--- config.mk ---
export PLATFORM = sky130hd
export DESIGN_NAME = ccm_mode_ctrl
export DESIGN_NICKNAME = d
export VERILOG_FILES = /design/src/rtl/ccm_pkg.sv /design/src/rtl/ccm_next_mode.sv /design/src/rtl/ccm_mode_decode.sv /design/src/rtl/ccm_mode_ctrl.sv
export SDC_FILE = /design/constraint.sdc
export NUM_CORES = 1
export LEC_CHECK = 0
export ABC_AREA = 1
export BUFFER_PORTS_ARGS = -buffer_cell sky130_fd_sc_hd__buf_2
export CORE_AREA = 10 10 47 49
export CTS_BUF_LIST = sky130_fd_sc_hd__clkbuf_8
export CTS_CLUSTER_DIAMETER = 60
export DETAILED_ROUTE_END_ITERATION = 10
export DIE_AREA = 0 0 57 59
export GPL_TIMING_DRIVEN = 1
export PLACE_DENSITY = 0.62
export SYNTH_ARGS = -nofsm -noshare
export SYNTH_HDL_FRONTEND = slang
export SYNTH_SLANG_ARGS = --single-unit
--- constraint.sdc ---
create_clock -name clk_i -period 1.9 [get_ports clk_i]
set_clock_uncertainty 0.1 [all_clocks]
set_input_delay 0.285 -clock clk_i [delete_from_list [all_inputs] [get_ports clk_i]]
set_output_delay 0.285 -clock clk_i [all_outputs]
set_load 0.005 [all_outputs]
--- src/rtl/ccm_pkg.sv ---
package ccm_pkg;
  typedef enum logic [2:0] {
    M_CFG   = 3'd0,
    M_ACT   = 3'd1,
    M_PAS   = 3'd2,
    M_LSTN  = 3'd3,
    M_DBG   = 3'd4,
    M_DSTOP = 3'd5,
    M_SLEEP = 3'd6
  } mode_e;

  typedef struct packed {
    logic cfg;
    logic dstop;
    logic dbg;
    logic lo;
    logic slp_req;
    logic slp_ack;
    logic sync_fail;
  } ctrl_t;

  typedef struct packed {
    logic tx;
    logic rx;
    logic sync;
    logic cfg_wr;
  } gate_t;
endpackage

--- src/rtl/ccm_next_mode.sv ---
module ccm_next_mode
  import ccm_pkg::*;
(
  input  mode_e cur_i,
  input  ctrl_t ctl_i,
  output mode_e nxt_o
);
  logic slp_ok;
  assign slp_ok = ctl_i.slp_req & ctl_i.slp_ack;

  always_comb begin
    nxt_o = cur_i;
    if (ctl_i.dstop) begin
      nxt_o = M_DSTOP;
    end else begin
      unique case (cur_i)
        M_CFG:   if (!ctl_i.cfg) nxt_o = M_ACT;
        M_DSTOP: nxt_o = M_CFG;
        M_ACT, M_PAS: begin
          if (ctl_i.cfg)                      nxt_o = M_CFG;
          else if (slp_ok)                    nxt_o = M_SLEEP;
          else if (ctl_i.dbg)                 nxt_o = M_DBG;
          else if (ctl_i.lo || ctl_i.sync_fail) nxt_o = M_LSTN;
        end
        M_LSTN: begin
          if (ctl_i.cfg)                           nxt_o = M_CFG;
          else if (!ctl_i.lo && !ctl_i.sync_fail)  nxt_o = M_PAS;
        end
        M_DBG, M_SLEEP: if (ctl_i.cfg) nxt_o = M_CFG;
        default: nxt_o = M_CFG;
      endcase
    end
  end
endmodule

--- src/rtl/ccm_mode_decode.sv ---
module ccm_mode_decode
  import ccm_pkg::*;
(
  input  mode_e mode_i,
  output gate_t gate_o
);
  always_comb begin
    unique case (mode_i)
      M_CFG:   gate_o = '{tx: 1'b0, rx: 1'b0, sync: 1'b0, cfg_wr: 1'b1};
      M_ACT:   gate_o = '{tx: 1'b1, rx: 1'b1, sync: 1'b1, cfg_wr: 1'b0};
      M_PAS,
      M_LSTN:  gate_o = '{tx: 1'b0, rx: 1'b1, sync: 1'b1, cfg_wr: 1'b0};
      M_DBG:   gate_o = '{tx: 1'b0, rx: 1'b1, sync: 1'b0, cfg_wr: 1'b0};
      default: gate_o = '0;
    endcase
  end
endmodule

--- src/rtl/ccm_mode_ctrl.sv ---
module ccm_mode_ctrl
  import ccm_pkg::*;
(
  input  logic       clk_i,
  input  logic       rst_ni,
  input  logic       cfg_i,
  input  logic       dstop_i,
  input  logic       dbg_i,
  input  logic       lo_i,
  input  logic       slp_req_i,
  input  logic       slp_ack_i,
  input  logic       sync_fail_i,
  output logic [2:0] mode_o,
  output logic       mode_chg_o,
  output logic       tx_en_o,
  output logic       rx_en_o,
  output logic       sync_en_o,
  output logic       cfg_wr_o
);
  ctrl_t ctl;
  mode_e mode_q, mode_d;
  gate_t gate;
  logic  chg_q;

  assign ctl = '{cfg: cfg_i, dstop: dstop_i, dbg: dbg_i, lo: lo_i,
                 slp_req: slp_req_i, slp_ack: slp_ack_i, sync_fail: sync_fail_i};

  ccm_next_mode u_next (.cur_i(mode_q), .ctl_i(ctl), .nxt_o(mode_d));
  ccm_mode_decode u_dec (.mode_i(mode_q), .gate_o(gate));

  always_ff @(posedge clk_i or negedge rst_ni) begin
    if (!rst_ni) begin
      mode_q <= M_CFG;
      chg_q  <= 1'b0;
    end else begin
      mode_q <= mode_d;
      chg_q  <= (mode_d != mode_q);
    end
  end

  assign mode_o     = mode_q;
  assign mode_chg_o = chg_q;
  assign tx_en_o    = gate.tx;
  assign rx_en_o    = gate.rx;
  assign sync_en_o  = gate.sync;
  assign cfg_wr_o   = gate.cfg_wr;


  dstop_entry_chk: assert property (@(posedge clk_i) disable iff (!rst_ni)
    dstop_i |=> mode_o == 3'd5);


  dstop_exit_chk: assert property (@(posedge clk_i) disable iff (!rst_ni)
    (mode_o == 3'd5) |=> (mode_o == 3'd5 || mode_o == 3'd0));


  act_from_cfg_chk: assert property (@(posedge clk_i) disable iff (!rst_ni)
    (mode_o == 3'd1 && $past(mode_o) != 3'd1) |-> $past(mode_o) == 3'd0);


  sync_fail_chk: assert property (@(posedge clk_i) disable iff (!rst_ni)
    (mode_o == 3'd1 && sync_fail_i && !dstop_i && !cfg_i && !dbg_i &&
     !(slp_req_i && slp_ack_i)) |=> mode_o == 3'd3);


  tx_only_active_chk: assert property (@(posedge clk_i) disable iff (!rst_ni)
    tx_en_o |-> mode_o == 3'd1);


  chg_pulse_chk: assert property (@(posedge clk_i) disable iff (!rst_ni)
    mode_chg_o |-> mode_o != $past(mode_o));
endmodule

# [After elaboration in Yosys (flattened, before gate mapping)]
# Cells that the tools add are included.
[word_totals] regBits=4 in_bits=9 out_inout_bits=8
[op_classes] eq_ne=6 muxes=11 n_bitwise=1 n_reduce_logical=8
[ops] operator="$mux 3" count=9
[ops] operator="$pmux 4 s4" count=1
[ops] operator="$pmux 3 s4" count=1
[ops] operator="$eq 3x2->1 const B" count=2
[ops] operator="$eq 3x3->1 const B" count=2
[ops] operator="$reduce_or 2->1" count=3
[ops] operator="$eq 3x1->1 const B" count=1
[ops] operator="$logic_not 3->1" count=1
[ops] operator="$ne 3x3->1" count=1
[ops] operator="$logic_not 1->1" count=2
[ops] operator="$and 1x1->1" count=1
[ops] operator="$logic_and 1x1->1" count=1
[ops] operator="$logic_or 1x1->1" count=1

# [Longest topological paths before layout]
# Gate-level depths: netlist of run 1.
[depth] depth_word=8 ltp_mapped=11 mapped_depth_nobuf=10

# [Modules after synthesis]
# A second synthesis of run 1 with hierarchy kept.
[hier_totals] hier_cells=57 area_unflattened_um2=346.6
[modules_own_cells] module="ccm_mode_ctrl" instances=1 cells_each=16 area_each_um2=151.4 seq_area_each_um2=100.1
[modules_own_cells] module="ccm_next_mode" instances=1 cells_each=33 area_each_um2=150.1 seq_area_each_um2=0.0
[modules_own_cells] module="ccm_mode_decode" instances=1 cells_each=8 area_each_um2=45.0 seq_area_each_um2=0.0

# [Worst setup path before layout of run 1]
# Ideal clock, no wire load.
[synth_path] kind="register to register" startpoint="register mode_q[0] (netlist: mode_o[0])" endpoint="register chg_q (netlist: mode_chg_o)" t_arrival_ps=1095 required_ps=1681 path_slack_ps=586 stages_incl_launch_ff=10 period_less_slack_ps=1314 path_cell_list="dfrtp_1 > buf_6 > nor2_2 > nor2_2 > nand3_1 > nand2_1 > nand3_1 > nand3_1 > nor2_1 > nand2_1"
[synth_via] elab_chain_cells=7
[synth_rtl] element="from (decl)" line_no="ccm_mode_ctrl.sv:21" source="mode_e mode_q, mode_d;"
[synth_rtl] element="from (signal assigned)" line_no="ccm_mode_ctrl.sv:36" source="mode_q <= mode_d;"
[synth_rtl] element="$mux 3" line_no="ccm_next_mode.sv:23" source="else if (ctl_i.lo || ctl_i.sync_fail) nxt_o = M_LSTN;"
[synth_rtl] element="$mux 3" line_no="ccm_next_mode.sv:22" source="else if (ctl_i.dbg) nxt_o = M_DBG;"
[synth_rtl] element="$mux 3" line_no="ccm_next_mode.sv:21" source="else if (slp_ok) nxt_o = M_SLEEP;"
[synth_rtl] element="$mux 3" line_no="ccm_next_mode.sv:20" source="if (ctl_i.cfg) nxt_o = M_CFG;"
[synth_rtl] element="$pmux 3 s4" line_no="ccm_next_mode.sv:16" source="unique case (cur_i)"
[synth_rtl] element="$mux 3" line_no="ccm_next_mode.sv:13" source="if (ctl_i.dstop) begin"
[synth_rtl] element="$ne 3x3->1 (*)" line_no="ccm_mode_ctrl.sv:37" source="chg_q <= (mode_d != mode_q);"
[synth_rtl] element="to (signal assigned)" line_no="ccm_mode_ctrl.sv:37"
[synth_rtl] element="to (decl)" line_no="ccm_mode_ctrl.sv:23" source="logic chg_q;"
# Every way passes the cells marked *; elsewhere a longest branch is shown, timed or not.

# [Worst setup path after layout of run 1]
[layout_path] startpoint="register mode_q[0] (netlist: mode_o[0])" endpoint="output port rx_en_o"
[layout_via] elab_chain_cells=3
[layout_rtl] element="$eq 3x2->1" line_no="ccm_mode_decode.sv:8" source="unique case (mode_i)"
[layout_rtl] element="$reduce_or 2->1" line_no="ccm_mode_decode.sv:8"
[layout_rtl] element="$pmux 4 s4 (*)" line_no="ccm_mode_decode.sv:8"
[layout_rtl] element="to (decl)" line_no="ccm_mode_ctrl.sv:16" source="output logic rx_en_o,"
# Marked as above.

==> impl_metrics.env, run 1 <==
export IMPL_status="completed"
export IMPL_clockBufferDepth=2
export IMPL_syn_avg_cell_area_sq_um=6.03
export IMPL_initial_core_util_pct=25.8
export IMPL_path_clk_slew_ns=0.04
export IMPL_multi_input_area_sq_um=205
export IMPL_pwr_share_clk_pct=50.5
export IMPL_power_switching_uw=97.0
export IMPL_cp_buffers_inverters=1
export IMPL_ys_ff_latch=4
export IMPL_cts_htree_levels=1
export IMPL_post_cts_buffers=0
export IMPL_die_y_microns=59
export IMPL_placed_cell_area_sq_um=443
export IMPL_wl_microns=946
export IMPL_coreArea_sq_mm=0.00140
export IMPL_drt_iter0_markers=5
export IMPL_dp_hpwl_microns=772
export IMPL_maxCapViolations=0
export IMPL_insertion_delay_ns=0.22
export IMPL_cp_max_fo=10
export IMPL_dieArea_sq_mm=0.00336
export IMPL_drive_gt1_share_pct=33.3
export IMPL_drtPass1Iterations=2
export IMPL_crit_type="register to output pin"
export IMPL_portBuffers=16
export IMPL_ir_worst_vdd_uv=449
export IMPL_cp_required_ns=1.51
export IMPL_fillCellCount=168
export IMPL_worstHoldPathType="primary input to register"
export IMPL_switching_share_pct=27.0
export IMPL_final_common_cell="nand2_1"
export IMPL_drv_slew=0
export IMPL_antennaDiodeCount=0
export IMPL_layout_min_cycle_time_ns=1.57
export IMPL_die_w_microns=57
export IMPL_rsz0062_at_grt="no"
export IMPL_arrival_ns=1.18
export IMPL_syn_num_nets=69
export IMPL_pin_count=17
export IMPL_cts_tree="built"
export IMPL_overflow=0
export IMPL_worstPathCellList="nor2_2 > xor2_1 > buf_2"
export IMPL_seq_area_frac_synth_pct=27.7
export IMPL_grt_first_pass_wirelength_mm=1.55
export IMPL_grt_pass1_vias=381
export IMPL_dp_cells=90
export IMPL_synth_area_top_cells="dfrtp_1 28%, nand2_1 20%, nand3_1 14%"
export IMPL_grt_max_degree=11
export IMPL_cp_end_kind="output pin"
export IMPL_cp_top_family="flip-flops"
export IMPL_via_count=393
export IMPL_seq_power_share_pct=28.4
export IMPL_cts_made_buffers=3
export IMPL_power_frac_comb_pct=21.1
export IMPL_yosys_warnings=0
export IMPL_final_setup_tns_ns=0
export IMPL_routed_via_density=4.18
export IMPL_p_leak_nw=0.298
export IMPL_worstMarginPinSlew_ns=0.328
export IMPL_synth_cell_types=14
export IMPL_finalNonFillerCells=94
export IMPL_final_hold_viol_count=0
export IMPL_cts_hold_buffers=1
export IMPL_max_slew_margin_pct=78.1
export IMPL_critPathMaxStageDelay_ns=0.48
export IMPL_final_cell_area_sq_um=494
export IMPL_p_per_area_mw_per_mm2=726
export IMPL_drc=0
export IMPL_wl_per_cell_microns=10.1
export IMPL_area_growth_syn_to_layout_pct=36.7
export IMPL_antenna_left=0
export IMPL_setup_viol=0
export IMPL_startpoint_type="register"
export IMPL_seq_area_sq_um=100
export IMPL_antenna_found_initial=0
export IMPL_cts_resized=0
export IMPL_cts_root_buf="clkbuf_8"
export IMPL_netlist_area_sq_um=362
export IMPL_num_rows=14
export IMPL_fin_nets=89
export IMPL_p_int_uw=262
export IMPL_slowest_stage="dfrtp_1"
export IMPL_track_usage_pct=6.03
export IMPL_fmax_mhz=639
export IMPL_gp_congestion=0.714
export IMPL_yosys_area_top_type="dfrtp_1"
export IMPL_cts_sinks=4
export IMPL_synth_top_area_share_pct=27.7
export IMPL_syn_instance_count=60
export IMPL_period_share_pct=82.4
export IMPL_final_cell_mix="19 x nand2_1, 16 x buf_2, 10 x nand3_1"
logic make-up (layout without fill, tap and decap cells):
family	count (synthesis)	in the layout	synth area share [%]
buf+inv	12	30	15.6
simple gates	40	40	50.2
compound gates	3	3	4.15
flops	4	4	27.7
xor+xnor	1	1	2.42
flip-flops by register name (all words and copies together), names as in the netlist:
register and cells:
mode_o 3, mode_chg_o 1
layer usage:
| layer | vias to the layer above | global-route usage [%] | part of all wire [%] |
|---|---|---|---|
| met5 | - | 0 | 0 |
| met1 | 159 | 5.04 | 39 |
| li1 | 218 | - | - |
| met4 | 0 | 6.04 | 3.8 |
| met3 | 4 | 3.65 | 12 |
| met2 | 12 | 9.61 | 45 |
layout make-up:
cell class | instances | area share, %
well taps | 16 | 4.05
repair buffers | 17 | 18.2
multi-input cells | 44 | 41.5
clock buffers | 3 | 8.35
flip-flops and latches | 4 | 20.3
inverters | 10 | 7.59
cells in the mapped netlist, drive strengths merged:
| master | instances |
|---|---|
| nand2 | 21 |
| inv | 10 |
| nand3 | 10 |
| nor2 | 8 |
| dfrtp | 4 |
| a21oi | 2 |
| buf | 2 |
| nor3 | 1 |
| o21ai | 1 |
| xor2 | 1 |
worst paths after layout:
check                                       end  cells after the start  slack, ns           startpoint
max                                     rx_en_o                      3       0.33  mode_o[0]$_DFF_PN0_
min                         mode_o[2]$_DFF_PN0_                      3       0.25              dstop_i
max reg2reg                mode_chg_o$_DFF_PN0_                      9       0.43  mode_o[0]$_DFF_PN0_
min reg2reg                mode_chg_o$_DFF_PN0_                      3       0.63  mode_o[0]$_DFF_PN0_
max in group asynchronous  mode_chg_o$_DFF_PN0_                      2       1.28               rst_ni
min in group asynchronous   mode_o[2]$_DFF_PN0_                      2       0.30               rst_ni
power groups by stage:
stage	clock [mW]	sequential, mW	combinational, mW
2_1_floorplan	0	0.0993	0.0515
3_3_place_gp	0	0.103	0.0759
3_5_place_dp	0	0.103	0.0759
4_1_cts	0.186	0.102	0.0777
5_1_grt	0.191	0.103	0.0884
6_report	0.181	0.102	0.0759
metrics by stage:
| stage | setup slack (ns) | utilization (%) | power, mW | hold slack, ns |
|---|---|---|---|---|
| 3_3_place_gp | 0.405 | 31.6 | 0.179 | -0.00500 |
| 2_1_floorplan | 0.586 | - | 0.151 | -0.111 |
| 5_1_grt | 0.248 | 35.3 | 0.382 | 0.263 |
| 4_1_cts | 0.325 | 35.3 | 0.365 | 0.247 |
| 3_5_place_dp | 0.447 | 31.6 | 0.179 | -0.00528 |
| 6_report | 0.335 | 35.3 | 0.359 | 0.252 |
worst reg2reg max path: cells and delay by family (launching register included):
kind / cells / cell delay [ns]
simple gates: 9 / 0.72
flops: 1 / 0.52
(Power assumes the default switching activity.)
==> inputs of run 2 (changes only) <==
- clock period: 1.9 -> 1.5 ns (I/O delays scaled with it)
==> impl_metrics.env, run 2 (same netlist as run 1, synthesis figures left out) <==
export IMPL_layout_min_cycle_time_ns=1.44
export IMPL_fmax_mhz=695
export IMPL_final_setup_tns_ns=0
export IMPL_via_count=453
export IMPL_fin_nets=95
export IMPL_path_clk_slew_ns=0.03
export IMPL_placed_cell_area_sq_um=443
export IMPL_drv_slew=0
export IMPL_ir_worst_vdd_uv=251
export IMPL_power_frac_comb_pct=24.5
export IMPL_cts_sinks=4
export IMPL_arrival_ns=1.11
export IMPL_dp_hpwl_microns=792
export IMPL_gp_congestion=0.732
export IMPL_cp_end_kind="output pin"
export IMPL_pwr_share_clk_pct=48.2
export IMPL_cts_tree="built"
export IMPL_initial_core_util_pct=25.8
export IMPL_track_usage_pct=5.94
export IMPL_seq_power_share_pct=27.2
export IMPL_final_common_cell="nand2_1"
export IMPL_period_share_pct=96.0
export IMPL_worstMarginPinSlew_ns=0.205
export IMPL_drive_gt1_share_pct=47.6
export IMPL_final_cell_mix="17 x nand2_1, 16 x buf_2, 8 x inv_1, 8 x nand3_1, 5 x nor2_1"
export IMPL_wl_mm=1.11
export IMPL_cp_required_ns=1.17
export IMPL_final_hold_viol_count=0
export IMPL_pre_cts_slack_ns=0.0257
export IMPL_clockBufferDepth=2
export IMPL_worstHoldPathType="primary input to register"
export IMPL_drtPass1Iterations=4
export IMPL_largest_register_ff_count=3
export IMPL_num_rows=14
export IMPL_maxCapViolations=0
export IMPL_switching_share_pct=27.8
export IMPL_insertion_delay_ns=0.22
export IMPL_area_growth_syn_to_layout_pct=56.1
export IMPL_dieArea_sq_mm=0.00336
export IMPL_cp_max_fo=5
export IMPL_final_cell_area_sq_um=564
export IMPL_setup_slack_ns=0.0607
export IMPL_portBuffers=16
export IMPL_coreArea_sq_mm=0.00140
export IMPL_p_int_uw=343
export IMPL_drc=0
export IMPL_rsz0062_at_grt="yes"
export IMPL_p_per_area_mw_per_mm2=842
export IMPL_antenna_left=0
export IMPL_die_w_microns=57
export IMPL_cts_root_buf="clkbuf_8"
export IMPL_wl_per_cell_microns=11.1
export IMPL_drt_iter0_markers=8
export IMPL_crit_type="register to output pin"
export IMPL_multi_input_area_sq_um=225
export IMPL_startpoint_type="register"
export IMPL_power_switching_uw=132
export IMPL_setup_viol=0
export IMPL_grt_max_degree=11
export IMPL_finalNonFillerCells=100
export IMPL_grt_first_pass_wirelength_mm=1.57
export IMPL_dp_cells=90
export IMPL_routed_via_density=4.53
export IMPL_die_y_microns=59
export IMPL_antennaDiodeCount=0
export IMPL_p_leak_nw=0.329
export IMPL_grt_pass1_vias=384
export IMPL_cts_made_buffers=3
export IMPL_seq_area_sq_um=104
export IMPL_overflow=0
export IMPL_cts_htree_levels=1
export IMPL_pin_count=17
export IMPL_fillCellCount=163
export IMPL_max_slew_margin_pct=86.3
export IMPL_antenna_found_initial=0
export IMPL_status="completed"
## run 2: cell count changes in the layout (fill, tap and decap cells not counted), sizes merged
cell / previous run / this run
buf: 16 / 21
clkbuf: 3 / 4
## run 2: critical path, cell delays in order (launching register included)
cell	delay, ns
dfrtp_2	0.42
buf_6	0.14
nor3_2	0.18
buf_2	0.15
## run 2: final timing paths
| kind | start | end | slack [ns] | cells after the start |
|---|---|---|---|---|
| setup reg to reg | mode_o[0]$_DFF_PN0_ | mode_chg_o$_DFF_PN0_ | 0.08 | 9 |
| hold / removal | dstop_i | mode_o[2]$_DFF_PN0_ | 0.20 | 3 |
| min in group asynchronous | rst_ni | mode_o[1]$_DFF_PN0_ | 0.24 | 2 |
| hold reg to reg | mode_o[0]$_DFF_PN0_ | mode_chg_o$_DFF_PN0_ | 0.60 | 4 |
| setup / recovery | mode_o[0]$_DFF_PN0_ | cfg_wr_o | 0.06 | 3 |
| max in group asynchronous | rst_ni | mode_o[2]$_DFF_PN0_ | 0.92 | 2 |
## run 2: per-layer routing
metal | wire (microns) | GRT usage, % | vias up
met2 | 551 | 9.46 | 13
met4 | 27 | 6.04 | 0
met1 | 461 | 5.76 | 206
met3 | 67 | 2.15 | 3
li1 | - | - | 231
met5 | 0 | 0 | -
## run 2: metrics by stage
stage / utilization, % / power (mW) / hold slack [ns]
3_5_place_dp: 31.6 / 0.227 / -0.0661
4_1_cts: 35.4 / 0.467 / 0.187
6_report: 40.3 / 0.475 / 0.196
2_1_floorplan: - / 0.191 / -0.171
5_1_grt: 40.3 / 0.505 / 0.220
3_3_place_gp: 31.6 / 0.226 / -0.0685
## run 2: what timing repair did
action                                 in CTS  in global routing
endpoints found under the hold margin       4                  0
hold buffers                                1                  0
gates resized for setup                     1                 12
buffers inserted                            0                  6
setup endpoints to repair                   1                  3
pin swaps                                   0                  5
## run 2: layout make-up
cell class / instances / share of cell area (%)
multi-input combinational: 44 / 39.9
timing repair buffer: 23 / 24.2
sequential: 4 / 18.4
clock buffer: 3 / 7.32
inverter: 10 / 6.65
tap: 16 / 3.55
## run 2: power by group through the flow
stage	registers, mW	logic (mW)	clock network (mW)
after global placement	0.130	0.0960	0
after global routing	0.130	0.132	0.243
after detailed placement	0.131	0.0964	0
final	0.129	0.117	0.229
after floorplan	0.126	0.0652	0
after CTS	0.130	0.0986	0.238
